===== src/rtl/vrss_pkg.sv =====
package vrss_pkg;

  typedef enum logic [2:0] {
    ST_OFF   = 3'd0,
    ST_DELAY = 3'd1,
    ST_RAMP1 = 3'd2,
    ST_HOLD  = 3'd3,
    ST_RAMP2 = 3'd4,
    ST_DONE  = 3'd5,
    ST_FAULT = 3'd6
  } vrss_state_e;

  typedef enum logic [1:0] {
    MODE_DELAYED = 2'b00,
    MODE_BIT6    = 2'b01,
    MODE_BIT5    = 2'b10,
    MODE_RSVD    = 2'b11
  } vrss_mode_e;

endpackage


===== src/rtl/vrss_vid_decode.sv =====
module vrss_vid_decode #(
  parameter int VID_W     = 6,
  parameter int CODE_W    = 8,
  parameter int TGT_SHIFT = 2
) (
  input  logic [1:0]        mode_i,
  input  logic [VID_W-1:0]  vid_i,
  output logic [CODE_W-1:0] tgt_o,
  output logic              valid_o,
  output logic              no_load_o
);
  import vrss_pkg::*;

  logic             short_mode;
  logic [VID_W-1:0] vid_eff;

  assign short_mode = (mode_i == MODE_BIT5);
  assign vid_eff    = short_mode ? {1'b0, vid_i[VID_W-2:0]} : vid_i;
  assign no_load_o  = short_mode && (&vid_i[VID_W-2:0]);
  assign valid_o    = (vid_eff != '0) && !no_load_o;
  assign tgt_o      = CODE_W'({{(CODE_W-VID_W){1'b0}}, vid_eff} << TGT_SHIFT);

endmodule


===== src/rtl/vrss_period_timer.sv =====
module vrss_period_timer #(
  parameter int CNT_W = 11
) (
  input  logic             clk_i,
  input  logic             rst_ni,
  input  logic             run_i,
  input  logic [CNT_W-1:0] len_i,
  output logic             done_o
);

  logic [CNT_W-1:0] cnt_q;

  always_ff @(posedge clk_i or negedge rst_ni) begin
    if (!rst_ni)     cnt_q <= '0;
    else if (!run_i) cnt_q <= '0;
    else             cnt_q <= cnt_q + CNT_W'(1);
  end

  assign done_o = run_i && (cnt_q == len_i - CNT_W'(1));

  // a fresh window always starts from zero
  assert_window_start_R6: assert property (@(posedge clk_i) disable iff (!rst_ni)
    $rose(run_i) |-> cnt_q == '0);

endmodule


===== src/rtl/vrss_ref_stepper.sv =====
module vrss_ref_stepper #(
  parameter int CODE_W = 8
) (
  input  logic              clk_i,
  input  logic              rst_ni,
  input  logic              clr_i,
  input  logic              step_i,
  input  logic              up_i,
  output logic [CODE_W-1:0] ref_o
);

  logic [CODE_W-1:0] ref_q;

  always_ff @(posedge clk_i or negedge rst_ni) begin
    if (!rst_ni)     ref_q <= '0;
    else if (clr_i)  ref_q <= '0;
    else if (step_i) ref_q <= up_i ? ref_q + CODE_W'(1) : ref_q - CODE_W'(1);
  end

  assign ref_o = ref_q;

  assert_idle_stable_R5: assert property (@(posedge clk_i) disable iff (!rst_ni)
    !clr_i && !step_i |=> $stable(ref_q));

  assert_step_up_R5: assert property (@(posedge clk_i) disable iff (!rst_ni)
    !clr_i && step_i && up_i |=> ref_q == $past(ref_q) + CODE_W'(1));

  assert_step_dn_R5: assert property (@(posedge clk_i) disable iff (!rst_ni)
    !clr_i && step_i && !up_i |=> ref_q == $past(ref_q) - CODE_W'(1));

endmodule


===== src/rtl/vr_softstart_seq.sv =====
module vr_softstart_seq #(
  parameter int VID_W       = 6,
  parameter int CODE_W      = 8,
  parameter int TGT_SHIFT   = 2,
  parameter int BOOT_CODE   = 176,
  parameter int DLY_CYCLES  = 1100,
  parameter int HOLD_CYCLES = 93
) (
  input  logic              clk_i,
  input  logic              rst_ni,
  input  logic              bias_ok_i,
  input  logic              drv_ok_i,
  input  logic              en_i,
  input  logic [1:0]        mode_i,
  input  logic [VID_W-1:0]  vid_i,
  input  logic              ss_tick_i,
  output logic [CODE_W-1:0] ref_code_o,
  output logic              ugate_en_o,
  output logic              lgate_en_o,
  output logic              pgood_o,
  output logic              fault_o,
  output logic [2:0]        state_o
);
  import vrss_pkg::*;

  localparam int MAX_WIN = (DLY_CYCLES > HOLD_CYCLES) ? DLY_CYCLES : HOLD_CYCLES;
  localparam int CNT_W   = $clog2(MAX_WIN + 1);
  localparam logic [CODE_W-1:0] BOOT    = CODE_W'(BOOT_CODE);
  localparam logic [CODE_W-1:0] BOOT_M1 = CODE_W'(BOOT_CODE - 1);
  localparam logic [CNT_W-1:0]  DLY_LEN  = CNT_W'(DLY_CYCLES);
  localparam logic [CNT_W-1:0]  HOLD_LEN = CNT_W'(HOLD_CYCLES);

  vrss_state_e       state_q, state_d;
  logic [CODE_W-1:0] tgt_q, vid_tgt, ref_q;
  logic              pwr_ok, vid_valid, no_load;
  logic              tmr_run, tmr_done;
  logic [CNT_W-1:0]  tmr_len;
  logic              step_en, step_up, ref_clr, tgt_ld;

  assign pwr_ok = bias_ok_i && drv_ok_i && en_i;

  vrss_vid_decode #(
    .VID_W(VID_W), .CODE_W(CODE_W), .TGT_SHIFT(TGT_SHIFT)
  ) u_vid (
    .mode_i   (mode_i),
    .vid_i    (vid_i),
    .tgt_o    (vid_tgt),
    .valid_o  (vid_valid),
    .no_load_o(no_load)
  );

  assign tmr_run = pwr_ok && (state_q == ST_DELAY || state_q == ST_HOLD);
  assign tmr_len = (state_q == ST_DELAY) ? DLY_LEN : HOLD_LEN;

  vrss_period_timer #(.CNT_W(CNT_W)) u_tmr (
    .clk_i (clk_i),
    .rst_ni(rst_ni),
    .run_i (tmr_run),
    .len_i (tmr_len),
    .done_o(tmr_done)
  );

  assign step_en = ss_tick_i && pwr_ok &&
                   (state_q == ST_RAMP1 || (state_q == ST_RAMP2 && ref_q != tgt_q));
  assign step_up = (state_q == ST_RAMP1) || (tgt_q > ref_q);
  assign ref_clr = !pwr_ok || state_q == ST_OFF;

  vrss_ref_stepper #(.CODE_W(CODE_W)) u_ref (
    .clk_i (clk_i),
    .rst_ni(rst_ni),
    .clr_i (ref_clr),
    .step_i(step_en),
    .up_i  (step_up),
    .ref_o (ref_q)
  );

  always_comb begin
    state_d = state_q;
    tgt_ld  = 1'b0;
    if (!pwr_ok) begin
      state_d = ST_OFF;
    end else begin
      unique case (state_q)
        ST_OFF:   if (!no_load) state_d = (mode_i == MODE_DELAYED) ? ST_DELAY : ST_RAMP1;
        ST_DELAY: if (tmr_done) state_d = ST_RAMP1;
        ST_RAMP1: if (step_en && ref_q == BOOT_M1) state_d = ST_HOLD;
        ST_HOLD:  if (tmr_done) begin
                    state_d = vid_valid ? ST_RAMP2 : ST_FAULT;
                    tgt_ld  = vid_valid;
                  end
        ST_RAMP2: if (ref_q == tgt_q) state_d = ST_DONE;
        default:  state_d = state_q;
      endcase
    end
  end

  always_ff @(posedge clk_i or negedge rst_ni) begin
    if (!rst_ni) begin
      state_q <= ST_OFF;
      tgt_q   <= '0;
    end else begin
      state_q <= state_d;
      if (tgt_ld) tgt_q <= vid_tgt;
    end
  end

  assign ref_code_o = ref_q;
  assign ugate_en_o = (state_q != ST_OFF);
  assign lgate_en_o = (state_q != ST_OFF);
  assign pgood_o    = (state_q == ST_DONE);
  assign fault_o    = (state_q == ST_FAULT);
  assign state_o    = state_q;

  assert_off_quiet_R1: assert property (@(posedge clk_i) disable iff (!rst_ni)
    state_q == ST_OFF |-> ref_q == '0 && !ugate_en_o && !lgate_en_o && !pgood_o);

  assert_flags_gate_R2: assert property (@(posedge clk_i) disable iff (!rst_ni)
    state_q == ST_OFF && !pwr_ok |=> state_q == ST_OFF);

  assert_noload_block_R3: assert property (@(posedge clk_i) disable iff (!rst_ni)
    state_q == ST_OFF && no_load |=> state_q == ST_OFF);

  assert_delay_at_zero_R4: assert property (@(posedge clk_i) disable iff (!rst_ni)
    state_q == ST_DELAY |-> ref_q == '0);

  assert_hold_at_boot_R6: assert property (@(posedge clk_i) disable iff (!rst_ni)
    state_q == ST_HOLD |-> ref_q == BOOT);

  assert_fault_at_boot_R8: assert property (@(posedge clk_i) disable iff (!rst_ni)
    state_q == ST_FAULT |-> ref_q == BOOT && !pgood_o);

  assert_pgood_at_target_R9: assert property (@(posedge clk_i) disable iff (!rst_ni)
    pgood_o |-> ref_q == tgt_q);

  assert_pgood_late_R9: assert property (@(posedge clk_i) disable iff (!rst_ni)
    $rose(pgood_o) |-> $past(state_q) == ST_RAMP2 && $past(ref_q) == tgt_q);

  assert_abort_R10: assert property (@(posedge clk_i) disable iff (!rst_ni)
    !pwr_ok |=> state_q == ST_OFF && ref_q == '0 && !pgood_o && !fault_o);

endmodule


===== config.mk =====
export PLATFORM = sky130hd
export DESIGN_NAME = vr_softstart_seq
export DESIGN_NICKNAME = d
export VERILOG_FILES = /design/src/rtl/vrss_pkg.sv /design/src/rtl/vrss_vid_decode.sv /design/src/rtl/vrss_period_timer.sv /design/src/rtl/vrss_ref_stepper.sv /design/src/rtl/vr_softstart_seq.sv
export SDC_FILE = /design/constraint.sdc
export NUM_CORES = 1
export LEC_CHECK = 0
export ABC_CLOCK_PERIOD_IN_PS = 7700
export CAP_MARGIN = 20
export CORE_MARGIN = 3
export CORE_UTILIZATION = 30
export DETAILED_ROUTE_END_ITERATION = 8
export SLEW_MARGIN = 25
export SYNTH_ARGS = -nofsm -noshare
export SYNTH_HDL_FRONTEND = slang
export SYNTH_SLANG_ARGS = --single-unit
export TNS_END_PERCENT = 1

===== constraint.sdc =====
create_clock -name clk_i -period 7.7 [get_ports clk_i]
set_input_delay 0.77 -clock clk_i [delete_from_list [all_inputs] [get_ports clk_i]]
set_output_delay 0.77 -clock clk_i [all_outputs]
set_load 0.02 [all_outputs]

==> results of run 1 <==
flip-flops by register name (all words and copies together) (netlist names):
signal / flops
u_tmr.cnt_q: 11
u_ref.ref_o: 8
tgt_q: 6
state_o: 3
power groups by stage:
stage	Sequential, mW	Combinational, mW	Clock, mW
2_1_floorplan	0.151	0.00917	0
3_3_place_gp	0.151	0.0229	0
3_5_place_dp	0.151	0.0229	0
4_1_cts	0.148	0.0229	0.0974
5_1_grt	0.148	0.0250	0.104
6_report	0.148	0.0226	0.0940
worst paths after layout:
path,from,slack [ns],cells after the start,end
max,u_ref.ref_o[6],4.34,12,u_ref.ref_o[7]
min in group asynchronous,rst_ni,0.86,2,state_o[0]
max reg2reg,u_ref.ref_o[6],4.34,12,u_ref.ref_o[7]
max in group asynchronous,rst_ni,6.56,2,tgt_q[4]
min,tgt_q[2],0.53,1,tgt_q[2]
min reg2reg,tgt_q[2],0.53,1,tgt_q[2]
worst register-to-register path: cells and delay by family, from the launching register on:
kind / cells / cell delay (ns)
AOI/OAI and AO/OA: 7 / 1.70
adders and majority gates: 2 / 0.65
DFF: 1 / 0.43
and+or+nand+nor: 1 / 0.33
xor gates and xnor gates: 1 / 0.09
buffers and inverters: 1 / 0.06
Yosys cell counts (2+ instances only):
cell type / count / area share (%)
sky130_fd_sc_hd__ha_1: 13 / 8.8
sky130_fd_sc_hd__buf_4: 2 / 0.81
sky130_fd_sc_hd__o21ai_0: 2 / 0.54
sky130_fd_sc_hd__xnor2_1: 5 / 2.4
sky130_fd_sc_hd__nand2_1: 15 / 3.0
sky130_fd_sc_hd__nand3_1: 14 / 3.8
sky130_fd_sc_hd__o211ai_1: 3 / 1.2
sky130_fd_sc_hd__or3_1: 6 / 2.0
sky130_fd_sc_hd__mux2_2: 5 / 3.0
sky130_fd_sc_hd__clkbuf_1: 2 / 0.40
sky130_fd_sc_hd__nor2b_1: 2 / 0.67
sky130_fd_sc_hd__mux2i_1: 5 / 2.7
sky130_fd_sc_hd__inv_1: 13 / 2.6
sky130_fd_sc_hd__o2111ai_1: 3 / 1.4
sky130_fd_sc_hd__a211oi_1: 2 / 0.81
sky130_fd_sc_hd__o22ai_1: 3 / 1.0
sky130_fd_sc_hd__nor4b_1: 2 / 0.94
sky130_fd_sc_hd__and3_1: 5 / 1.7
sky130_fd_sc_hd__a21oi_1: 10 / 2.7
sky130_fd_sc_hd__a21o_1: 2 / 0.81
sky130_fd_sc_hd__nor2_1: 22 / 4.4
sky130_fd_sc_hd__and4_1: 2 / 0.94
sky130_fd_sc_hd__nor3_1: 5 / 1.3
sky130_fd_sc_hd__xor2_1: 10 / 4.7
sky130_fd_sc_hd__dfrtp_1: 28 / 38
cell families after synthesis:
logic type / Yosys count
AO/OA/AOI/OAI: 32
flip-flops: 28
AND/OR/NAND/NOR: 81
XOR/XNOR: 15
buffers and inverters: 19
adder cells (fa/ha/maj): 15
multiplexers: 10
metal layers:
metal	global-route usage, %	vias to the layer above
met5	0	-
met4	4.173	0
met3	1.865	4
met2	18.36	29
met1	18.51	709
li1	-	771
metrics by stage:
step | utilization, % | setup slack, ns | std cells
2_1_floorplan | - | 4.559 | 200
3_3_place_gp | 36.95 | 4.462 | 298
3_5_place_dp | 36.95 | 4.350 | 298
4_1_cts | 37.88 | 4.328 | 302
5_1_grt | 37.96 | 4.015 | 303
6_report | 37.96 | 4.342 | 303
cell type report:
class | count | area (µm²) | share of cell area (%)
well taps | 75 | 93.84 | 4.151
flip-flops and latches | 28 | 700.7 | 30.99
repair buffers | 30 | 292.8 | 12.95
multi-input cells | 153 | 1070 | 47.32
clock buffers | 4 | 55.05 | 2.435
inverters | 13 | 48.80 | 2.158
==> reports/results.txt, run 1 <==
The logs give 2261 µm² for the area of all placed cells without fillers and 0 for the number of antenna violations at the first check in global routing. The tools report the number of max-cap violations as 0. The final setup violation count is 0, and the cell area after placement is 2201 µm². The first routing iteration left 79 violations. Of the available clock period, the critical path in the final layout requires 43.61%.

The portion of synthesized area spent on multiplexers is 5.724%. Once detail routing completed, the nets flagged for antenna violations numbered 0. For the pin with the worst max-slew slack, the measured transition is 0.7747 ns. The clock net in this run drives a total of 28 sinks. The xor-xnor portion of the synthesized cell area works out to 7.071%. The met2 wirelength from detailed routing is 1812 µm. The number of clock buffers inserted by TritonCTS was 3. The highest metal layer carrying signal wires in the routed design is met4. The tools report the element type at the critical path start as a flop. Sequential elements use 37.71% of the synthesized area.

In this run switching power makes up 22.87% of total power. The tools report the kind of capture point of the worst setup path as a flop. Netlist area before placement: 1858 µm².

The flow ran to the end, and the final reports show no timing, DRC or antenna violations. The critical path is of the reg -> reg type. H-tree depth reported by CTS: 1. The number of buffers on the longest clock path is 2, and the relative slew slack is 48.36%. Traced cell by cell, the critical path runs through inv_1 > ha_1 > a21o_1 > a211o_1 > o22ai_1 > ha_1 > a21oi_1 > o2111ai_1 > o211ai_1 > xor2_1 > or3_1 > a21oi_1.

The post-cts sizing count was 0. The synthesized design contains 28 register bits. The tools report the worst path arrival time as 3.57 ns.

Clock-pin slew on the worst setup and hold paths: 0.11 ns. In the layout the commonest cells are sky130_fd_sc_hd__clkdlybuf4s50_1 (28), sky130_fd_sc_hd__dfrtp_1 (28), sky130_fd_sc_hd__nor2_1 (22). At the worst endpoint, the required time is 7.91 ns.

In the final routed layout, each cell accounts on average for 13.59 µm. Synthesis produced a netlist whose cell count is 200. For the number of diodes added for antenna fixing, the log shows 0. The cell family contributing the most delay on the critical path is compound AO/OA/AOI/OAI gates. The final number of hold-violating endpoints is 0. The overflow left after global routing was 0. Post-synthesis adder-cell area fraction: 10.37%. The logs give 2098 µm for the wire length on met1 and 5956 µm² for the core region area.

The total buffers and inverters traversed by the critical path is 1, and the post-detailed-route via-to-cell ratio is 4.993. The congestion estimate from routability-driven global placement came to 0.8291. The maximum number of pins on one net before global-route repair is 29.

The internal power of the cells totals 204.3 µW. The run gives 4118 µm as the routed wire length. The analysis attributes to net switching a power of 60.57 µW.

Setup repair after global routing left no endpoint under its margin. The area growth from synthesis to layout is 21.68%. The basic-gate share of the synthesized area counting and, or, nand and nor cells was 22.15%; the wire length on met3 was 147 µm. The tools report the via count of the first global-routing pass as 1,514.

The largest fanout of any net on the critical path was 8. Across the VDD grid, the largest voltage drop is 0.07559 mV. Sequential cells account for 56.0% of the total power. Summing the areas of all compound-gate instances in the mapped netlist gives 12.26% of the synthesized area. The die is 84.70 µm wide. The clock network burns 35.5% of the power. After routing, the total negative slack on setup checks comes to 0 ns. The die covers 7174 µm². The fraction of registers with async set/reset was 100.0%; the top-level I/O count was 29.

The leakage dissipation was 0.9788 nW; the power per unit of standard cell area was 117.1 nW/µm². The main combinational cell family by area after synthesis was simple AND/OR/NAND/NOR gates. During synthesis, Yosys emitted a total of 0 warnings.

For this design, the slowest cell found on the critical path is sky130_fd_sc_hd__o22ai_1. In this run, synthesis inferred 0 flip-flops with an integrated enable. The path class of the tightest hold or removal check is reg -> reg. The completed layout was analyzed and its total power is 264.8 µW. The global-route wire length before repair came out at 7389 µm. After synthesis, the mean cell area works out to 9.290 µm².

The die is 84.70 µm tall. The upper clock frequency limit was 297.8 MHz; the overall global routing resource usage was 12.44%. Row generation in the floorplan step produced 28 rows.

Detailed routing inserted a total of 1,513 vias. Summed over all nets, the half-perimeter wirelength after detailed placement is 3164 µm. Counting I/O delays and the setup requirement, the final critical path takes 3.358 ns.

The leading register cell type out of synthesis is sky130_fd_sc_hd__dfrtp_1. The layout has 623 filler cells. For the worst-case hold slack, the log shows 0.5293 ns.

The clock insertion delay at the later pin of the skew report was 0.28 ns. For this design, the CTS-stage hold fixing added 0 buffers. The number of setup buffers added after CTS is 0.

The tree is rooted in a sky130_fd_sc_hd__clkbuf_8. Yosys mapped the design onto 44 distinct sky130hd cell types. First-pass detailed-route iteration total: 4. TritonCTS built the clock tree. The run gives 0 as the max-slew violation total from the final report. On the worst path, the slowest cell contributes a delay of 0.59 ns. The number of nets handed over by synthesis was 228.

The post-layout net count was 257. For this run, design rule violations remaining after detail routing come to 0. On the final layout, the worst clock skew is 0.009849 ns. For the effective utilization at floorplan, the log shows 31.20%. Per report_power, the combinational group accounts for 8.5% of the total. The post-route netlist has 6.140% of its cells at a drive strength greater than 1.

The count of buffers added on input and output ports is 28.
Power figures use the tool's default switching activity.
==> run 2, diff against run 1 <==
--- a/config.mk
+++ b/config.mk
@@ -5,7 +5,7 @@
 export SDC_FILE = /design/constraint.sdc
 export NUM_CORES = 1
 export LEC_CHECK = 0
-export ABC_CLOCK_PERIOD_IN_PS = 7700
+export ABC_CLOCK_PERIOD_IN_PS = 3300
 export CAP_MARGIN = 20
 export CORE_MARGIN = 3
 export CORE_UTILIZATION = 30
==> constraint.sdc (replaced) <==
create_clock -name clk_i -period 3.3 [get_ports clk_i]
set_input_delay 0.33 -clock clk_i [delete_from_list [all_inputs] [get_ports clk_i]]
set_output_delay 0.33 -clock clk_i [all_outputs]
set_load 0.02 [all_outputs]
==> reports/results.txt, run 2 (same netlist as run 1, synthesis figures left out) <==
For this run, design rule violations remaining after detail routing come to 0. The horizontal die dimension was 84.70 µm. The number of buffers on the longest clock path is 2.

Post-layout minimum cycle time: 3.030 ns. The total overflow left after global routing is 0. Summed over all cells, the static leakage comes to 1.022 nW. The internal power consumption was 453.1 µW. The reg-to-reg critical path startpoint was u_ref.ref_o[5]. Worst setup path startpoint: u_ref.ref_o[5]. Dividing total power by cell area gives a power density of 253.0 nW/µm².

Setup violations remaining at the end of the flow were counted as 0. The worst path uses 91.81% of the clock period. The peak supply drop came out at 0.1948 mV. After detailed routing, the number of vias per cell comes to 5.000. The type of the worst min-delay path was in -> async. On the final layout, the worst hold slack is 0.4263 ns. The register with the most flip-flops in the final layout is u_tmr.cnt_q.

The area growth from synthesis to layout is 25.45%. The clock network burns 32.1% of the power. The number of cell instances on the worst register-to-register path came out at 12. The kind of capture point of the worst setup path is a flop. For the final number of hold-violating endpoints, the log shows 0. For the floorplan die area, the log shows 7174 µm². The routed wire length was 4352 µm. The tools report the worst reg-to-reg setup slack as 0.27 ns. The critical path is of the reg -> reg type. The tools report the number of antenna violations at the first check in global routing as 0.

Max-cap violations in this run came to 0. For this block, the via count after detailed routing is 1,555. For the final database, setup skew stands at 0.002580 ns. Sequential cells burn 58.4% of the power. The detail-routed net length per standard cell is 13.99 µm, and the placement row count is 28. Port buffering added 28 buffers.

The relative slew slack was 56.68%; the met2 demand-to-capacity share in global routing was 19.22%. Of the total power, the share spent switching nets is 23.17%. STA puts the critical path data required time at 3.50 ns. For this run, the total global-route usage over all layers was measured as 12.91%.

The global routing met3 resource utilization was 2.061%. The region available for standard cell placement spans 5956 µm². Maximum number of pins on one net before global-route repair: 29. In this run the clock root is driven by a sky130_fd_sc_hd__clkbuf_8. The first global-routing pass estimated 7555 µm of wire.

For this design, the sink count on the clock tree is 28. At the end of routability-driven placement, the weighted congestion stood at 0.8241. For this run, the top clock speed supported by timing is 330.1 MHz. TritonCTS built the clock tree. For the pin with the worst max-slew slack, the measured transition is 0.6484 ns. The worst register-to-register path ends at u_ref.ref_o[7]. The run gives 29 as the top-level I/O count.

The library cells used most frequently in the layout, excluding fill and tap cells, are sky130_fd_sc_hd__clkdlybuf4s50_1 (28), sky130_fd_sc_hd__dfrtp_1 (28), sky130_fd_sc_hd__nor2_1 (22). For the via count of the first global-routing pass, the log shows 1,516. For the combinational group share of total power, the log shows 9.6%. The number of antenna-violating nets in the routed design was 0. The fraction of layout cells with a size suffix above 1 came out at 9.746%. For the count of hold buffers inserted by post-cts repair, the log shows 0. STA puts the critical path data arrival time at 3.23 ns. Post-layout net count: 266. The max-slew violation total from the final report is 0. The analysis attributes to net switching a power of 136.6 µW.

The flow ran to the end, and the final reports show no timing, DRC or antenna violations. For the number of clock buffers inserted by TritonCTS, the log shows 3. After legalization and detailed placement, the total HPWL measured 3328 µm. The first routing iteration left 122 violations.

After layout, the worst setup slack is 0.2704 ns. The largest fanout of any net on the critical path is 7, and the number of diodes added for antenna fixing is 0. Measured along the y axis, the die boundary spans 84.70 µm. The final cell utilization of the core was 39.14%; the post-cts sizing count was 0. Clock-pin slew was measured on the worst setup and hold paths at 0.09 ns. The filler cells instantiated in the layout total 607. The most congested layer reported by global routing is met2.

The register with the most flip-flops in the layout has 11 of them. The element type at the critical path start was a flop. The setup slack after placement was 0.07697 ns. Before antenna repair, the detailed router went through 4 iterations.

The H-tree depth reported by CTS came out at 1. Setup total negative slack on the finished layout was measured at 0 ns. Global routing consumed, on the met1 layer, 19.17% of the routing resources. Once the floorplan was initialized, standard cells occupied 31.20% of the core. In this run the post-CTS setup repair buffer count came out at 0. Clock insertion delay at the later pin of the skew report: 0.27 ns.
[run 2: per-stage QoR]
step	instance area, µm²	instances	total power [mW]
finish	2331	311	0.5898
global route	2331	311	0.6175
CTS	2310	310	0.5951
detailed placement	2268	307	0.4076
global placement	2268	307	0.4074
floorplan	1858	200	0.3737
[run 2: cell type report]
| type | count | area [µm²] | area share [%] |
|---|---|---|---|
| sequential | 28 | 700.7 | 30.06 |
| inverter | 13 | 48.80 | 2.093 |
| tap | 75 | 93.84 | 4.026 |
| clock buffer | 3 | 41.29 | 1.771 |
| multi-input combinational | 153 | 1084 | 46.48 |
| timing repair buffer | 39 | 362.8 | 15.57 |
[run 2: worst max-delay path: stages, from the launching register on]
cell and delay, ns:
sky130_fd_sc_hd__dfrtp_1 0.43, sky130_fd_sc_hd__inv_1 0.09, sky130_fd_sc_hd__ha_1 0.27, sky130_fd_sc_hd__and3_1 0.20, sky130_fd_sc_hd__a21boi_1 0.30, sky130_fd_sc_hd__o22ai_4 0.18
sky130_fd_sc_hd__ha_1 0.40, sky130_fd_sc_hd__nand3_1 0.13, sky130_fd_sc_hd__o2111ai_1 0.21, sky130_fd_sc_hd__o211ai_1 0.14, sky130_fd_sc_hd__xor2_1 0.16, sky130_fd_sc_hd__or3_1 0.31
sky130_fd_sc_hd__a21oi_1 0.15
[run 2: power groups by stage]
stage                     Clock, mW  Combinational [mW]  Sequential [mW]
after global placement            0              0.0565            0.351
after detailed placement          0              0.0566            0.351
final                         0.189              0.0565            0.344
after CTS                     0.194              0.0567            0.344
after floorplan                   0              0.0214            0.352
after global routing          0.211              0.0623            0.344
[run 2: worst max path at each step]
stage,to,depth (start not counted)
after floorplan,u_ref.ref_o[7],11
after CTS,u_ref.ref_o[7],12
after global placement,u_ref.ref_o[7],12
final,u_ref.ref_o[7],12
after detailed placement,u_ref.ref_o[7],12
after global routing,u_ref.ref_o[7],12
[run 2: per-layer routing]
metal  vias to the layer above  share of wire [%]
met5                         -                  0
met4                         0                1.3
met3                         4                3.7
met2                        26                 44
met1                       744                 51
li1                        781                  -
